### src/rtl/cdt_pkg.sv
package cdt_pkg;

   // Register kinds inside one channel window
   typedef enum logic [2:0] {
      K_NONE   = 3'd0,
      K_CFG    = 3'd1,
      K_RELOAD = 3'd2,
      K_VALUE  = 3'd3,
      K_OVF    = 3'd4,
      K_STAT   = 3'd5,
      K_CLR    = 3'd6,
      K_MASK   = 3'd7
   } chreg_e;

   localparam int unsigned OFF_CTRL  = 'h00;
   localparam int unsigned OFF_REV   = 'h10;
   localparam int unsigned WIN_SHIFT = 5;   // 32-byte windows

   function automatic chreg_e kind_of(input logic [4:0] off);
      chreg_e k;
      case (off)
         5'h00:   k = K_CFG;
         5'h04:   k = K_RELOAD;
         5'h08:   k = K_VALUE;
         5'h0C:   k = K_OVF;
         5'h10:   k = K_STAT;
         5'h14:   k = K_CLR;
         5'h18:   k = K_MASK;
         default: k = K_NONE;
      endcase
      return k;
   endfunction

endpackage

### src/rtl/cdt_decode.sv
module cdt_decode
   import cdt_pkg::*;
#(
   parameter int ADDR_W = 8,
   localparam int WIN_W = ADDR_W - WIN_SHIFT
) (
   input  logic [ADDR_W-1:0] addr,
   output logic              hit_ctrl,
   output logic              hit_rev,
   output logic [WIN_W-1:0]  win,
   output chreg_e            kind
);

   always_comb begin
      win      = addr[ADDR_W-1:WIN_SHIFT];
      hit_ctrl = (addr == ADDR_W'(OFF_CTRL));
      hit_rev  = (addr == ADDR_W'(OFF_REV));
      if (win == '0) begin
         kind = K_NONE;
      end else begin
         kind = kind_of(addr[4:0]);
      end
   end

endmodule

### src/rtl/cdt_channel.sv
module cdt_channel #(
   parameter int DW      = 32,
   parameter bit IRQ_REG = 1'b0
) (
   input  logic          clk,
   input  logic          rst_n,
   input  logic          g_en,
   input  logic          wr_cfg,
   input  logic          wr_reload,
   input  logic          wr_clr,
   input  logic          wr_mask,
   input  logic          cap,
   input  logic [DW-1:0] wdata,
   output logic          cfg_en,
   output logic [DW-1:0] reload,
   output logic [DW-1:0] shadow,
   output logic [DW-1:0] ovf,
   output logic          status,
   output logic          mask,
   output logic          irq
);

   localparam logic [DW-1:0] ONES = '1;

   logic          run;
   logic          run_d;
   logic [DW-1:0] cnt;
   logic          wrap;

   assign run  = g_en & cfg_en;
   assign wrap = run & run_d & (cnt == '0);

   // Configuration registers
   always_ff @(posedge clk or negedge rst_n) begin
      if (!rst_n) begin
         cfg_en <= 1'b0;
         reload <= ONES;
         mask   <= 1'b0;
      end else begin
         if (wr_cfg)    cfg_en <= wdata[0];
         if (wr_reload) reload <= wdata;
         if (wr_mask)   mask   <= wdata[0];
      end
   end

   // Live counter and wrap count
   always_ff @(posedge clk or negedge rst_n) begin
      if (!rst_n) begin
         run_d <= 1'b0;
         cnt   <= ONES;
         ovf   <= '0;
      end else begin
         run_d <= run;
         if (run) begin
            if (!run_d) begin
               cnt <= reload;
            end else if (cnt == '0) begin
               cnt <= reload;
               ovf <= ovf + 1'b1;
            end else begin
               cnt <= cnt - 1'b1;
            end
         end
      end
   end

   // Snapshot taken on a wrap-count read
   always_ff @(posedge clk or negedge rst_n) begin
      if (!rst_n)   shadow <= ONES;
      else if (cap) shadow <= cnt;
   end

   // Sticky event flag, set beats clear
   always_ff @(posedge clk or negedge rst_n) begin
      if (!rst_n)                  status <= 1'b0;
      else if (wrap)               status <= 1'b1;
      else if (wr_clr && wdata[0]) status <= 1'b0;
   end

   generate
      if (IRQ_REG) begin : g_irq_flop
         always_ff @(posedge clk or negedge rst_n) begin
            if (!rst_n) irq <= 1'b0;
            else        irq <= status & mask;
         end
      end else begin : g_irq_comb
         assign irq = status & mask;
      end
   endgenerate

   // Checks next to the counter
   assert_hold_R2: assert property (@(posedge clk) disable iff (!rst_n)
      !run |=> $stable(cnt));
   assert_load_R3: assert property (@(posedge clk) disable iff (!rst_n)
      (run && !run_d) |=> (cnt == $past(reload)));
   assert_dec_R4: assert property (@(posedge clk) disable iff (!rst_n)
      (run && run_d && cnt != '0) |=> (cnt == $past(cnt) - 1'b1));
   assert_wrap_R4: assert property (@(posedge clk) disable iff (!rst_n)
      (run && run_d && cnt == '0) |=> (cnt == $past(reload) && ovf == $past(ovf) + 1'b1));
   assert_flag_R5: assert property (@(posedge clk) disable iff (!rst_n)
      (run && run_d && cnt == '0) |=> status);
   assert_snap_R7: assert property (@(posedge clk) disable iff (!rst_n)
      cap |=> (shadow == $past(cnt)));
   assert_snap_hold_R7: assert property (@(posedge clk) disable iff (!rst_n)
      !cap |=> $stable(shadow));

endmodule

### src/rtl/cdt_block.sv
module cdt_block
   import cdt_pkg::*;
#(
   parameter int          NCH     = 4,
   parameter int          DW      = 32,
   parameter int          ADDR_W  = 8,
   parameter logic [31:0] REV     = 32'h0001_0002,
   parameter bit          IRQ_REG = 1'b0
) (
   input  logic              clk,
   input  logic              rst_n,
   input  logic              bus_wr,
   input  logic              bus_rd,
   input  logic [ADDR_W-1:0] bus_addr,
   input  logic [DW-1:0]     bus_wdata,
   output logic [DW-1:0]     bus_rdata,
   output logic [NCH-1:0]    irq
);

   localparam int WIN_W = ADDR_W - WIN_SHIFT;

   // Elaboration-time parameter checks
   generate
      if (NCH < 1) begin : g_bad_nch
         $error("cdt_block: NCH must be at least 1");
      end
      if (DW < 8 || DW > 32) begin : g_bad_dw
         $error("cdt_block: DW must lie in 8..32");
      end
      if (ADDR_W < 6 || ((NCH + 1) << WIN_SHIFT) > (1 << ADDR_W)) begin : g_bad_aw
         $error("cdt_block: ADDR_W too small for NCH windows");
      end
   endgenerate

   logic             hit_ctrl;
   logic             hit_rev;
   logic [WIN_W-1:0] win;
   chreg_e           kind;
   logic             g_en;
   logic [DW-1:0]    ch_rd [NCH];
   logic [NCH-1:0]   ch_sel;

   cdt_decode #(.ADDR_W(ADDR_W)) u_dec (
      .addr     (bus_addr),
      .hit_ctrl (hit_ctrl),
      .hit_rev  (hit_rev),
      .win      (win),
      .kind     (kind)
   );

   always_ff @(posedge clk or negedge rst_n) begin
      if (!rst_n)                  g_en <= 1'b0;
      else if (bus_wr && hit_ctrl) g_en <= bus_wdata[0];
   end

   generate
      for (genvar n = 0; n < NCH; n++) begin : g_ch
         logic          c_en;
         logic [DW-1:0] c_reload;
         logic [DW-1:0] c_shadow;
         logic [DW-1:0] c_ovf;
         logic          c_status;
         logic          c_mask;
         logic          wr_here;

         assign ch_sel[n] = (win == WIN_W'(n + 1));
         assign wr_here   = bus_wr & ch_sel[n];

         cdt_channel #(.DW(DW), .IRQ_REG(IRQ_REG)) u_ch (
            .clk       (clk),
            .rst_n     (rst_n),
            .g_en      (g_en),
            .wr_cfg    (wr_here && kind == K_CFG),
            .wr_reload (wr_here && kind == K_RELOAD),
            .wr_clr    (wr_here && kind == K_CLR),
            .wr_mask   (wr_here && kind == K_MASK),
            .cap       (bus_rd && ch_sel[n] && kind == K_OVF),
            .wdata     (bus_wdata),
            .cfg_en    (c_en),
            .reload    (c_reload),
            .shadow    (c_shadow),
            .ovf       (c_ovf),
            .status    (c_status),
            .mask      (c_mask),
            .irq       (irq[n])
         );

         always_comb begin
            case (kind)
               K_CFG:    ch_rd[n] = DW'(c_en);
               K_RELOAD: ch_rd[n] = c_reload;
               K_VALUE:  ch_rd[n] = c_shadow;
               K_OVF:    ch_rd[n] = c_ovf;
               K_STAT:   ch_rd[n] = DW'(c_status);
               K_MASK:   ch_rd[n] = DW'(c_mask);
               default:  ch_rd[n] = '0;
            endcase
         end

         if (!IRQ_REG) begin : g_irq_chk
            assert_irq_R6: assert property (@(posedge clk) disable iff (!rst_n)
               irq[n] |-> (c_status && c_mask));
         end
      end
   endgenerate

   always_comb begin
      bus_rdata = '0;
      if (hit_ctrl) begin
         bus_rdata = DW'(g_en);
      end else if (hit_rev) begin
         bus_rdata = REV[DW-1:0];
      end else begin
         for (int n = 0; n < NCH; n++) begin
            if (ch_sel[n]) bus_rdata = ch_rd[n];
         end
      end
   end

   assert_onesel_R8: assert property (@(posedge clk) disable iff (!rst_n)
      $onehot0(ch_sel));

endmodule

### config.mk
export PLATFORM = sky130hd
export DESIGN_NAME = cdt_block
export DESIGN_NICKNAME = d
export VERILOG_FILES = /design/src/rtl/cdt_pkg.sv /design/src/rtl/cdt_decode.sv /design/src/rtl/cdt_channel.sv /design/src/rtl/cdt_block.sv
export SDC_FILE = /design/constraint.sdc
export NUM_CORES = 1
export LEC_CHECK = 0
export BUFFER_PORTS_ARGS = -buffer_cell sky130_fd_sc_hd__buf_2
export CAP_MARGIN = 0
export CELL_PAD_IN_SITES_DETAIL_PLACEMENT = 1
export CELL_PAD_IN_SITES_GLOBAL_PLACEMENT = 2
export CORE_AREA = 3 3 256 258
export CTS_BUF_LIST = sky130_fd_sc_hd__clkbuf_4 sky130_fd_sc_hd__clkbuf_8 sky130_fd_sc_hd__clkbuf_16
export DETAILED_ROUTE_END_ITERATION = 10
export DIE_AREA = 0 0 259 261
export GPL_TIMING_DRIVEN = 0
export PLACE_DENSITY_LB_ADDON = 0.12
export SKIP_LAST_GASP = 1
export SYNTH_ARGS = -nofsm -noshare
export SYNTH_HDL_FRONTEND = slang
export SYNTH_SLANG_ARGS = --single-unit
### constraint.sdc
create_clock -name clk -period 5.3 [get_ports clk]
set_input_delay 0.53 -clock clk [delete_from_list [all_inputs] [get_ports clk]]
set_output_delay 0.53 -clock clk [all_outputs]
set_load 0.02 [all_outputs]
Word-level counts from Yosys, hierarchy flattened --
Cells that the tools add are included. Widths: inputs -> output; s select.
Operators by class: add/sub/neg operators 8, reductions and logical operators 44, muxes and demuxes 28, eq/ne operators 18, bitwise operators 20
Operators with widths (number):
- $pmux 32 s6 | 4
- $mux 32 | 14
- $add 32x1->32 const B | 4
- $logic_not 32->1 | 4
- $sub 32x1->32 const B | 4
- $logic_and 1x1->1 | 29
- $pmux 3 s7 | 1
- $and 1x1->1 | 20
- $eq 3x3->1 const B | 5
- $eq 5x5->1 const B | 3
- $eq 3x2->1 const B | 4
- $reduce_and 3->1 | 4
- $eq 5x4->1 const B | 2
- $eq 8x5->1 const B | 1
- $logic_not 8->1 | 1
- $mux 1 | 8
- $reduce_bool 2->1 | 4
- $eq 3x1->1 const B | 2
- $eq 5x3->1 const B | 1
- $logic_not 5->1 | 1
- $logic_not 3->1 | 1
- $mux 3 | 1
Word-level totals: register bits after elaboration 529, output and inout port bits 36

Depth between registers and ports, before layout --
Gate-level depths: netlist (run 1).
depth in word-level cells 11, gate-level depth with buffers 10

Cells and area by module --
Synthesis (run 1) repeated with hierarchy kept, for this count alone.
Unflattened totals: cell total of the unflattened synthesis 2836, area, all modules 29718.5 sq um
Modules (own cells, without submodules):
- cdt_channel (g_ch[1].u_ch ...) | area each 6402.4 sq um, times used 3, sequential area each 3423.3 sq um, cells an instance 557
- cdt_channel (g_ch[0].u_ch) | area each 6449.9 sq um, times used 1, sequential area each 3423.3 sq um, cells an instance 557
- cdt_block | area each 3958.8 sq um, times used 1, sequential area each 25.0 sq um, cells an instance 593
- cdt_decode | area each 102.6 sq um, times used 1, sequential area each 0.0 sq um, cells an instance 15

Worst setup path before layout (run 1) --
Ideal clock, no wire load.
path type input port to output port, start point input port bus_addr[3], end point output port bus_rdata[1], slack 1924 ps, cell stages on the path 7, data arrival time 2846 ps, data required time 4770 ps, cells stage by stage clkbuf_1 -> buf_1 -> clkbuf_1 -> nand2_1 -> o21ai_0 -> a21oi_1 -> o41ai_1
Between the ends: cells in the longest elaborated chain, start to end 11, elaborated cells between the ends (all ways) 27, classes of those cells eq/ne: 13; mux: 12; reduce/logical: 2
RTL lines:
- start, declared | line cdt_block.sv:14 | input logic [ADDR_W-1:0] bus_addr,
- $eq 5x5->1 (tied with other cells) | line cdt_pkg.sv:21 | case (off)
- $pmux 3 s7 | line cdt_pkg.sv:21
- $mux 3 | line cdt_decode.sv:18 | if (win == '0) begin
- $eq 3x3->1 (tied with other cells) | line cdt_block.sv:89 | case (kind)
- $pmux 32 s6 | line cdt_block.sv:89
- $mux 32 (4 in series) | line cdt_block.sv:115 | if (ch_sel[n]) bus_rdata = ch_rd[n];
- $mux 32 | line cdt_block.sv:111 | end else if (hit_rev) begin
- $mux 32 * | line cdt_block.sv:109 | if (hit_ctrl) begin
- end, declared | line cdt_block.sv:16 | output logic [DW-1:0] bus_rdata,
Every way passes the cells marked *; elsewhere a longest branch is shown, timed or not.

Worst setup path after layout (run 1) --
start point input port bus_addr[3], end point output port bus_rdata[5]
The elaborated chain is that of the path after synthesis.

==> impl_results.md, run 1 <==
- Drt pass-1 iters: 5
- CTS tree: yes
- VDD IR-drop max: 309 uV
- Worst Path Required: ~4800 ps
- Cells after synthesis: around 2.7k
- Vias in the first global route: 25.1k
- Share of the synthesized area in the top cell type: between 30% and 40%
- DIE AREA: 67,600 um2
- Port Buffers: 77
- Yosys Warn Count: 0
- Number of max-cap violations: 1
- Design Area, Final: 32,500 um2
- Max Clk Rate: 0.184 GHz
- Failing checks: hold timing, capacitance limit, setup timing
- Final RePlAce weighted congestion: 1.04
- First-pass GRT wire length: roughly 170,000 um
- Clock Latency Late Sink: ~610 ps
- Drt wl/cell: approximately 31 um
- Unrepaired setup endpoints after global routing: false
- Area growth syn-to-layout: 14.3%
- Setup Viol. Count Final: 3
- Status: finished with violations
- Max stage delay on crit path: 1240 ps
- Most common cell on crit path: clkbuf_1
- # clock sinks: 529
- Vias per cell: 6.48
- Yosys top cell by area: dfstp_2
- Hold Worst Slack: -11.4 ps
- Row Count: 92
- Post-synth cell types: 75
- Crit path capture type: output port
- Dpl cell area: 30,100 um2
- Crit path DAT: 4910 ps
- Post-synth EDFFs: 0
- P per Cell Area: 326 nW/um2
- Final period utilization: 103%
- WL final: about 120,000 um
- I/O pins: 80
- CP max-delay cell: a2111oi_0
- Fill cell count: 6,869
- Hold Path Class: in2async
- DP Cell Count: around 3.7k
- Nets: ~2.9k
- CTS Buf Count: 66
- Startpoint types: primary input
- Cell Chain, Critical Path: buf_2, clkbuf_1, nor2b_1, clkbuf_1, clkbuf_1, a22oi_1, nor2_1, a2111oi_0, nor3_1, buf_2
- Final hold violation count: 3
- Slew Limit Fails: 0
- Detailed placer's ending HPWL: 88,000 um
- GR Util All Layers: 35.0%
- Die Ht: 261 um
- Syn nets: 2,785
- Least-Margin Pin Slew: 1460 ps
- Finished Layout Cells: 3,797
- Kind of critical path: in2out
- Number of remaining DRC errors: 0
- Post-route ant nets: 0
- Clk_skew: ~15 ps
- Core area: about 63,000 um2
- Post-route minimum period: 5440 ps
- GRT overflow: 0
- Rel. slew slack: 0.442%
- CTS Hold Bufs: 0
- # H-tree levels: 3
- Post-CTS Setup Inserts: 0
- Initial antenna violation count: 15
- Via count: between 20k and 25k
- Largest net degree at the start of global routing: 121
- Synth top area cells: dfstp_2 (36%), mux2_2 (14%), dfrtp_1 (13%)
- Most frequent cells in the layout: dfstp_2 (384), mux2_2 (360), nor2_1 (210), clkbuf_1 (159), o21ai_0 (157)
- Area of the mapped netlist: 28,400 um2
- Final worst slack: -142 ps
- Clock slew at reported path FFs: roughly 60 ps
- CTS max path bufs: 3
- Initial Utilization: 45.0%
- Register bit total from synthesis: 529
- Cell leakage power: about 13 nW
- Layout cell share with drive strength beyond 1: 34.4%
- 1st-iter DRT viols: 2,454
- Most used DFF post-synth: dfstp_2
- Die width: 259 um
- Seq/Total Area, Yosys: between 40% and 50%
- Commonest non-fill, non-tap cell in the layout: dfstp_2
- CTS Root Cell: clkbuf_16
- Final core occ: 51.4%
- Share of synthesized registers carrying an async set or reset: between 90% and 100%
- CP Max Fanout: 10
- Placement Setup Slack: 6.59 ps
- Syn avg cell area: between 10 and 15 um2
where the power goes:
group / internal [mW] / total (mW) / switching [mW]
clock network: 2.97 / 4.80 / 1.84
registers: 4.21 / 4.34 / 0.132
logic: 0.369 / 1.43 / 1.06
cell families (layout without fill, tap and decap cells):
| kind of cell | after synthesis | count (layout) | synth area share [%] |
|---|---|---|---|
| AO/OA/AOI/OAI | 606 | 606 | 14.0 |
| XOR/XNOR | 124 | 124 | 3.82 |
| adder cells (fa/ha/maj) | 12 | 12 | 0.528 |
| buffers and inverters | 241 | 457 | 3.27 |
| flip-flops | 529 | 529 | 48.3 |
| multiplexers | 381 | 381 | 15.1 |
| other | 0 | 6 | 0 |
| AND/OR/NAND/NOR | 836 | 836 | 14.9 |
state kept, by name, indices dropped and copies added, names as in the netlist:
name and cells:
g_ch.u_ch.mask 4, g_ch.u_ch.run_d 4, g_ch.u_ch.cfg_en 4, g_en 1, g_ch.u_ch.shadow 128, g_ch.u_ch.cnt 128, g_ch.u_ch.status 4, g_ch.u_ch.reload 128
g_ch.u_ch.ovf 128
worst paths after layout:
path,slack [ps],start,cells past startpoint,end
min reg2reg,480,g_ch[3].u_ch.ovf[31]$_DFFE_PN0P_,1,g_ch[3].u_ch.ovf[31]$_DFFE_PN0P_
max reg2reg,1370,g_ch[0].u_ch.cnt[4]$_DFFE_PN1P_,9,g_ch[0].u_ch.cnt[10]$_DFFE_PN1P_
min in group clk,330,bus_wdata[0],2,g_ch[2].u_ch.cfg_en$_DFFE_PN0P_
min,-10,rst_n,1,g_ch[0].u_ch.ovf[10]$_DFFE_PN0P_
max in group asynchronous,3650,rst_n,3,g_ch[2].u_ch.ovf[25]$_DFFE_PN0P_
max,-140,bus_addr[3],10,bus_rdata[5]
critical path: cells and delay by family:
kind	cells	cell delay [ps]
and+or+nand+nor	3	620
AOI/OAI and AO/OA	2	1960
buffers and inverters	5	1780
synth_stat cells, types with 56 or more instances:
cell,n
dfrtp_1,145
xor2_1,56
nor3_1,112
dfstp_2,384
nand3_1,128
xnor2_1,68
mux2_2,360
a21oi_1,137
nand2_1,124
nor2_1,210
o21ai_0,157
clkbuf_1,160
nand4_1,69
a22oi_1,87
timing repair:
action,4_1_cts,5_1_grt
gates cloned,0,0
resized for setup,2,2
setup endpoints to repair,2,2
endpoints found under the hold margin,0,0
stage by stage:
stage / hold slack, ps / setup TNS, ps / power, mW
finish: -11.4 / -182 / 10.6
global route: 37.5 / 0 / 10.9
CTS: 6.47 / 0 / 10.6
detailed placement: 466 / 0 / 5.78
global placement: 461 / -2426480 / 5.73
floorplan: 234 / 0 / 5.13
per-layer routing:
| metal | wire (um) | global-route usage, % | vias to the layer above |
|---|---|---|---|
| li1 | - | - | 10500 |
| met1 | 50800 | 47.3 | 12900 |
| met2 | 53000 | 54.1 | 935 |
| met3 | 9230 | 7.65 | 258 |
| met4 | 6360 | 16.1 | 6 |
| met5 | 39 | 0 | - |
layout make-up:
| class | instances | area (um2) | area share (%) |
|---|---|---|---|
| Multi-Input combinational cell | 1959 | 13800 | 42.6 |
| Tap cell | 846 | 1060 | 3.26 |
| Clock inverter | 12 | 170 | 0.524 |
| Timing Repair Buffer | 95 | 588 | 1.81 |
| Buffer | 183 | 712 | 2.19 |
| Inverter | 58 | 218 | 0.670 |
| Antenna cell | 6 | 15.0 | 0.0462 |
| Clock buffer | 109 | 2150 | 6.62 |
| Sequential cell | 529 | 13700 | 42.2 |
(Power assumes the default switching activity.)
==> run 2: changes to the inputs <==
--- a/config.mk
+++ b/config.mk
@@ -5,7 +5,7 @@
 export SDC_FILE = /design/constraint.sdc
 export NUM_CORES = 1
 export LEC_CHECK = 0
-export BUFFER_PORTS_ARGS = -buffer_cell sky130_fd_sc_hd__buf_2
+export BUFFER_PORTS_ARGS = -buffer_cell sky130_fd_sc_hd__clkbuf_2
 export CAP_MARGIN = 0
 export CELL_PAD_IN_SITES_DETAIL_PLACEMENT = 1
 export CELL_PAD_IN_SITES_GLOBAL_PLACEMENT = 2
@@ -15,6 +15,7 @@
 export DIE_AREA = 0 0 259 261
 export GPL_TIMING_DRIVEN = 0
 export PLACE_DENSITY_LB_ADDON = 0.12
+export RECOVER_POWER = 50
 export SKIP_LAST_GASP = 1
 export SYNTH_ARGS = -nofsm -noshare
 export SYNTH_HDL_FRONTEND = slang
==> impl_results.md, run 2 (synthesis results as in run 1) <==
- CP max-delay cell: a2111oi_0
- Nets: between 2k and 3k
- Final worst slack: -269 ps
- Initial Utilization: 45.0%
- # clock sinks: 529
- Drt wl/cell: 31.3 um
- Max stage delay on crit path: 1330 ps
- CP Depth: 10
- Finished Layout Cells: 3,787
- Clock Latency Late Sink: 650 ps
- Setup Viol. Count Final: 5
- Unrepaired setup endpoints after global routing: true
- Status: finished with violations
- Final hold violation count: 0
- Post-CTS Setup Inserts: 0
- Final RePlAce weighted congestion: a little over 1
- Via count: around 24k
- Multi-input logic area: 13,800 um2
- Worst Path Required: 4770 ps
- Max Clk Rate: 0.180 GHz
- Design Area, Final: 32,300 um2
- Least-Margin Pin Slew: approximately 3400 ps
- CTS Root Cell: clkbuf_16
- VDD IR-drop max: 287 uV
- Crit path DAT: 5040 ps
- GR Util All Layers: 34.9%
- Detailed placer's ending HPWL: 88,000 um
- Crit path capture type: output port
- Drt pass-1 iters: 6
- P per Cell Area: 321 nW/um2
- Hold Path Class: in2reg
- I/O pins: 80
- First-pass GRT wire length: 174,000 um
- # H-tree levels: 2
- Top Family by Delay on Critical Path: compound AO/OA/AOI/OAI gates
- Worst path bufs/invs: 5
- WL final: 118,000 um
- Startpoint types: primary input
- Slew Limit Fails: 62
- Most frequent cells in the layout: dfstp_2 (384), mux2_2 (360), nor2_1 (210), clkbuf_1 (159), o21ai_0 (157)
- CP Max Fanout: 10
- CTS max path bufs: 3
- CTS tree: yes
- Hold path depth: 2
- Placement Setup Slack: around 1.9 ps
- Final period utilization: 105%
- Core area: around 63,000 um2
- 1st-iter DRT viols: 2,389
- Row Count: 92
- Cell Chain, Critical Path: clkbuf_2, clkbuf_1, nor2b_1, buf_1, clkbuf_1, a22oi_1, nor2_1, a2111oi_0, nor3_1, clkbuf_2
- Post-route minimum period: between 5000 and 6000 ps
- Fill cell count: 6,867
- Post-route ant nets: 0
- Clock slew at reported path FFs: 70 ps
- Number of max-cap violations: 2
- Layout cell share with drive strength beyond 1: ~34%
- Commonest non-fill, non-tap cell in the layout: dfstp_2
- Vias per cell: 6.45
- CTS Buf Count: 60
- FF+latch area: 13,700 um2
- GRT overflow: 0
- Port Buffers: 77
- Rel. slew slack: -126%
- Kind of critical path: in2out
- Dpl cell area: 30,200 um2
- Failing checks: capacitance limit, slew limit, setup timing
- Clk_skew: approximately 23 ps
- Cell leakage power: 13.1 nW
- Vias in the first global route: approximately 25k
- Area growth syn-to-layout: 13.6%
- R2R cell count: 8
- Largest net degree at the start of global routing: between 100 and 150
- Die Ht: 261 um
- Initial antenna violation count: 14
- Total power draw: 10.4 mW
- Number of remaining DRC errors: 0
- Die width: 259 um
- Setup TNS: -467 ps
- DIE AREA: 67,600 um2
- DP Cell Count: 3,670
[run 2: cell types whose count changed in the layout (fill, tap and decap cells not counted), moves of 6 or more]
| cell | delta |
|---|---|
| clkinv_2 | +8 |
| clkbuf_16 | -7 |
| clkbuf_2 | +76 |
| clkbuf_4 | -8 |
| clkbuf_8 | -6 |
| buf_2 | -78 |
[run 2: final timing paths]
check	start	to	slack [ps]
worst max-delay path	bus_addr[3]	bus_rdata[5]	-270
worst min-delay path	bus_wdata[0]	g_ch[2].u_ch.reload[0]$_DFFE_PN1P_	310
worst max register to register	g_ch[0].u_ch.cnt[4]$_DFFE_PN1P_	g_ch[0].u_ch.ovf[10]$_DFFE_PN0P_	1380
worst min register to register	g_ch[0].u_ch.ovf[29]$_DFFE_PN0P_	g_ch[0].u_ch.ovf[29]$_DFFE_PN0P_	490
max in group asynchronous	rst_n	g_ch[2].u_ch.run_d$_DFF_PN0_	670
min in group asynchronous	rst_n	g_ch[0].u_ch.ovf[10]$_DFFE_PN0P_	1600
[run 2: stage by stage]
step           util (%)  hold slack, ps
6_report           51.1             307
5_1_grt            51.1             293
4_1_cts            51.2             280
3_5_place_dp       47.7             476
3_3_place_gp       47.2             461
2_1_floorplan         -             234
[run 2: cell type report]
cell class	instances	area share [%]
Multi-Input combinational cell	1959	42.9
Sequential cell	529	42.5
Clock buffer	86	5.63
Tap cell	846	3.28
Buffer	183	2.21
Timing Repair Buffer	96	1.73
Clock inverter	25	1.04
Inverter	58	0.674
Antenna cell	5	0.0388
[run 2: what timing repair did]
item | CTS | global route
hold buffers | 1 | 0
resized for setup | 2 | 3
endpoints found under the hold margin | 18 | 0
setup endpoints to repair | 2 | 3
[run 2: power by group]
| part | switching [mW] | internal, mW |
|---|---|---|
| clock | 1.83 | 2.76 |
| sequential | 0.131 | 4.21 |
| combinational | 1.06 | 0.366 |
| total | 3.02 | 7.34 |
[run 2: per-layer routing]
metal / up-vias / wire [um] / global-route usage [%] / part of all wire, %
li1: 10500 / - / - / -
met1: 12900 / 50800 / 47.0 / 43
met2: 836 / 53300 / 54.2 / 45
met3: 224 / 8730 / 7.81 / 7.4
met4: 8 / 5530 / 15.2 / 4.7
met5: - / 51 / 0 / 0.043
==> run 3: changes to the inputs <==
--- a/config.mk
+++ b/config.mk
@@ -10,7 +10,6 @@
 export CELL_PAD_IN_SITES_DETAIL_PLACEMENT = 1
 export CELL_PAD_IN_SITES_GLOBAL_PLACEMENT = 2
 export CORE_AREA = 3 3 256 258
-export CTS_BUF_LIST = sky130_fd_sc_hd__clkbuf_4 sky130_fd_sc_hd__clkbuf_8 sky130_fd_sc_hd__clkbuf_16
 export DETAILED_ROUTE_END_ITERATION = 10
 export DIE_AREA = 0 0 259 261
 export GPL_TIMING_DRIVEN = 0
==> impl_results.md, run 3 (synthesis results as in run 1) <==
- Status: finished with violations
- Failing checks: capacitance limit, slew limit, setup timing
- Number of remaining DRC errors: 0
- Final period utilization: 105%
- DIE AREA: 67,600 um2
- VDD IR-drop max: ~290 uV
- Crit path capture type: output port
- GRT overflow: 0
- Post-route minimum period: 5560 ps
- P per Cell Area: 319 nW/um2
- Drt pass-1 iters: 6
- Least-Margin Pin Slew: 3390 ps
- Layout cell share with drive strength beyond 1: 33.7%
- Worst setup path startpoint: bus_addr[3]
- Clock Latency Late Sink: between 600 and 700 ps
- Vias in the first global route: 25.1k
- Fill cell count: 6,878
- CTS tree: yes
- First-pass GRT wire length: 174,000 um
- Crit path to: bus_rdata[5]
- Worst R2R Setup Slack: between 1000 and 1500 ps
- Final RePlAce weighted congestion: 1.04
- R2R Path Start: g_ch[0].u_ch.cnt[4]$_DFFE_PN1P_
- Total power draw: 10.3 mW
- Slew Limit Fails: 62
- Startpoint types: primary input
- Worst Path Required: 4770 ps
- Die width: 259 um
- Row Count: a little over 90
- Finished Layout Cells: 3,789
- Most frequent cells in the layout: dfstp_2 (384), mux2_2 (360), nor2_1 (210), clkbuf_1 (173), o21ai_0 (157)
- Via count: 24.5k
- Commonest non-fill, non-tap cell in the layout: dfstp_2
- GR Util All Layers: between 30% and 40%
- # H-tree levels: 2
- CTS Buf Count: 60
- Kind of critical path: in2out
- WL final: 118,000 um
- Final hold violation count: 0
- Clock slew at reported path FFs: 70 ps
- Setup Viol. Count Final: 6
- 1st-iter DRT viols: ~2.3k
- Vias per cell: between 6 and 7
- R2R cell count: 8
- Drt wl/cell: roughly 31 um
- Cell leakage power: ~13 nW
- DP Cell Count: between 3k and 4k
- Initial antenna violation count: 13
- Post-CTS Setup Inserts: 0
- Final worst slack: -265 ps
- Unrepaired setup endpoints after global routing: true
- Port Buffers: 77
- Area growth syn-to-layout: 13.4%
- Max Clk Rate: 0.180 GHz
- Clk_skew: 26.8 ps
- Die Ht: roughly 260 um
- # clock sinks: 529
- Rel. slew slack: -126%
- Crit path DAT: ~5000 ps
- Largest net degree at the start of global routing: ~110
- Detailed placer's ending HPWL: 88,000 um
- Number of max-cap violations: 2
- CTS max path bufs: 3
- Post-route ant nets: 0
- Hold Path Class: in2reg
- CTS Root Cell: clkbuf_16
- I/O pins: 80
- Core area: 63,200 um2
- CP Max Fanout: 10
- Initial Utilization: 45.0%
- Nets: 2,943
- Reg2reg end: g_ch[0].u_ch.ovf[15]$_DFFE_PN0P_
[run 3: report_power, final]
group	leakage, nW	internal, mW	switching [mW]
clock network	1.03	2.69	1.81
logic	6.03	0.366	1.06
registers	5.97	4.21	0.131
total	13.0	7.27	3.01
[run 3: how the worst min path moves through the flow]
stage / start / cells past startpoint / slack [ps] / end
after floorplan: rst_n / 0 / 230 / g_ch[0].u_ch.cfg_en$_DFFE_PN0P_
after global placement: g_ch[0].u_ch.ovf[31]$_DFFE_PN0P_ / 1 / 460 / g_ch[0].u_ch.ovf[31]$_DFFE_PN0P_
after detailed placement: g_ch[3].u_ch.ovf[31]$_DFFE_PN0P_ / 1 / 480 / g_ch[3].u_ch.ovf[31]$_DFFE_PN0P_
after CTS: bus_wdata[0] / 2 / 280 / g_ch[2].u_ch.cfg_en$_DFFE_PN0P_
after global routing: bus_wdata[0] / 2 / 290 / g_ch[2].u_ch.cfg_en$_DFFE_PN0P_
final: bus_wdata[0] / 2 / 300 / g_ch[2].u_ch.cfg_en$_DFFE_PN0P_
[run 3: final cells by class]
class	instances	area, um2	share of cell area, %
Buffer	183	712	2.21
Clock inverter	25	337	1.04
Timing Repair Buffer	96	558	1.73
Inverter	58	218	0.675
Multi-Input combinational cell	1959	13800	43.0
Sequential cell	529	13700	42.6
Clock buffer	86	1760	5.47
Tap cell	846	1060	3.28
Antenna cell	7	17.5	0.0543
[run 3: worst max-delay path, stage by stage]
cell and delay (ps):
clkbuf_2 130, clkbuf_1 410, nor2b_1 280, buf_1 450, clkbuf_1 570, a22oi_1 720
nor2_1 90, a2111oi_0 1320, nor3_1 260, clkbuf_2 250
[run 3: timing repair]
| item | in CTS | in global routing |
|---|---|---|
| pin swaps | 0 | 0 |
| gates resized for setup | 2 | 3 |
| hold buffers | 1 | 0 |
| endpoints found under the setup margin | 2 | 3 |
| hold endpoints to repair | 18 | 0 |
| cloned | 0 | 0 |
[run 3: through the flow]
stage | hold WS (ps) | area [um2] | util, % | setup WS (ps) | TNS (ps)
after floorplan | 234 | 28400 | - | 1920 | 0
after global placement | 461 | 29900 | 47.2 | -8590 | -3005260
after detailed placement | 476 | 30200 | 47.7 | 1.93 | 0
after CTS | 280 | 32300 | 51.1 | 117 | 0
after global routing | 293 | 32200 | 51.0 | -99.6 | -101
final | 301 | 32200 | 51.0 | -265 | -653
[run 3: metal layers]
| layer | GRT usage (%) | vias to the layer above | wire length [um] |
|---|---|---|---|
| met3 | 8.01 | 239 | 9420 |
| met4 | 15.3 | 2 | 5500 |
| met1 | 46.8 | 12900 | 50300 |
| met5 | 0 | - | 18 |
| li1 | - | 10500 | - |
| met2 | 54.2 | 935 | 53300 |
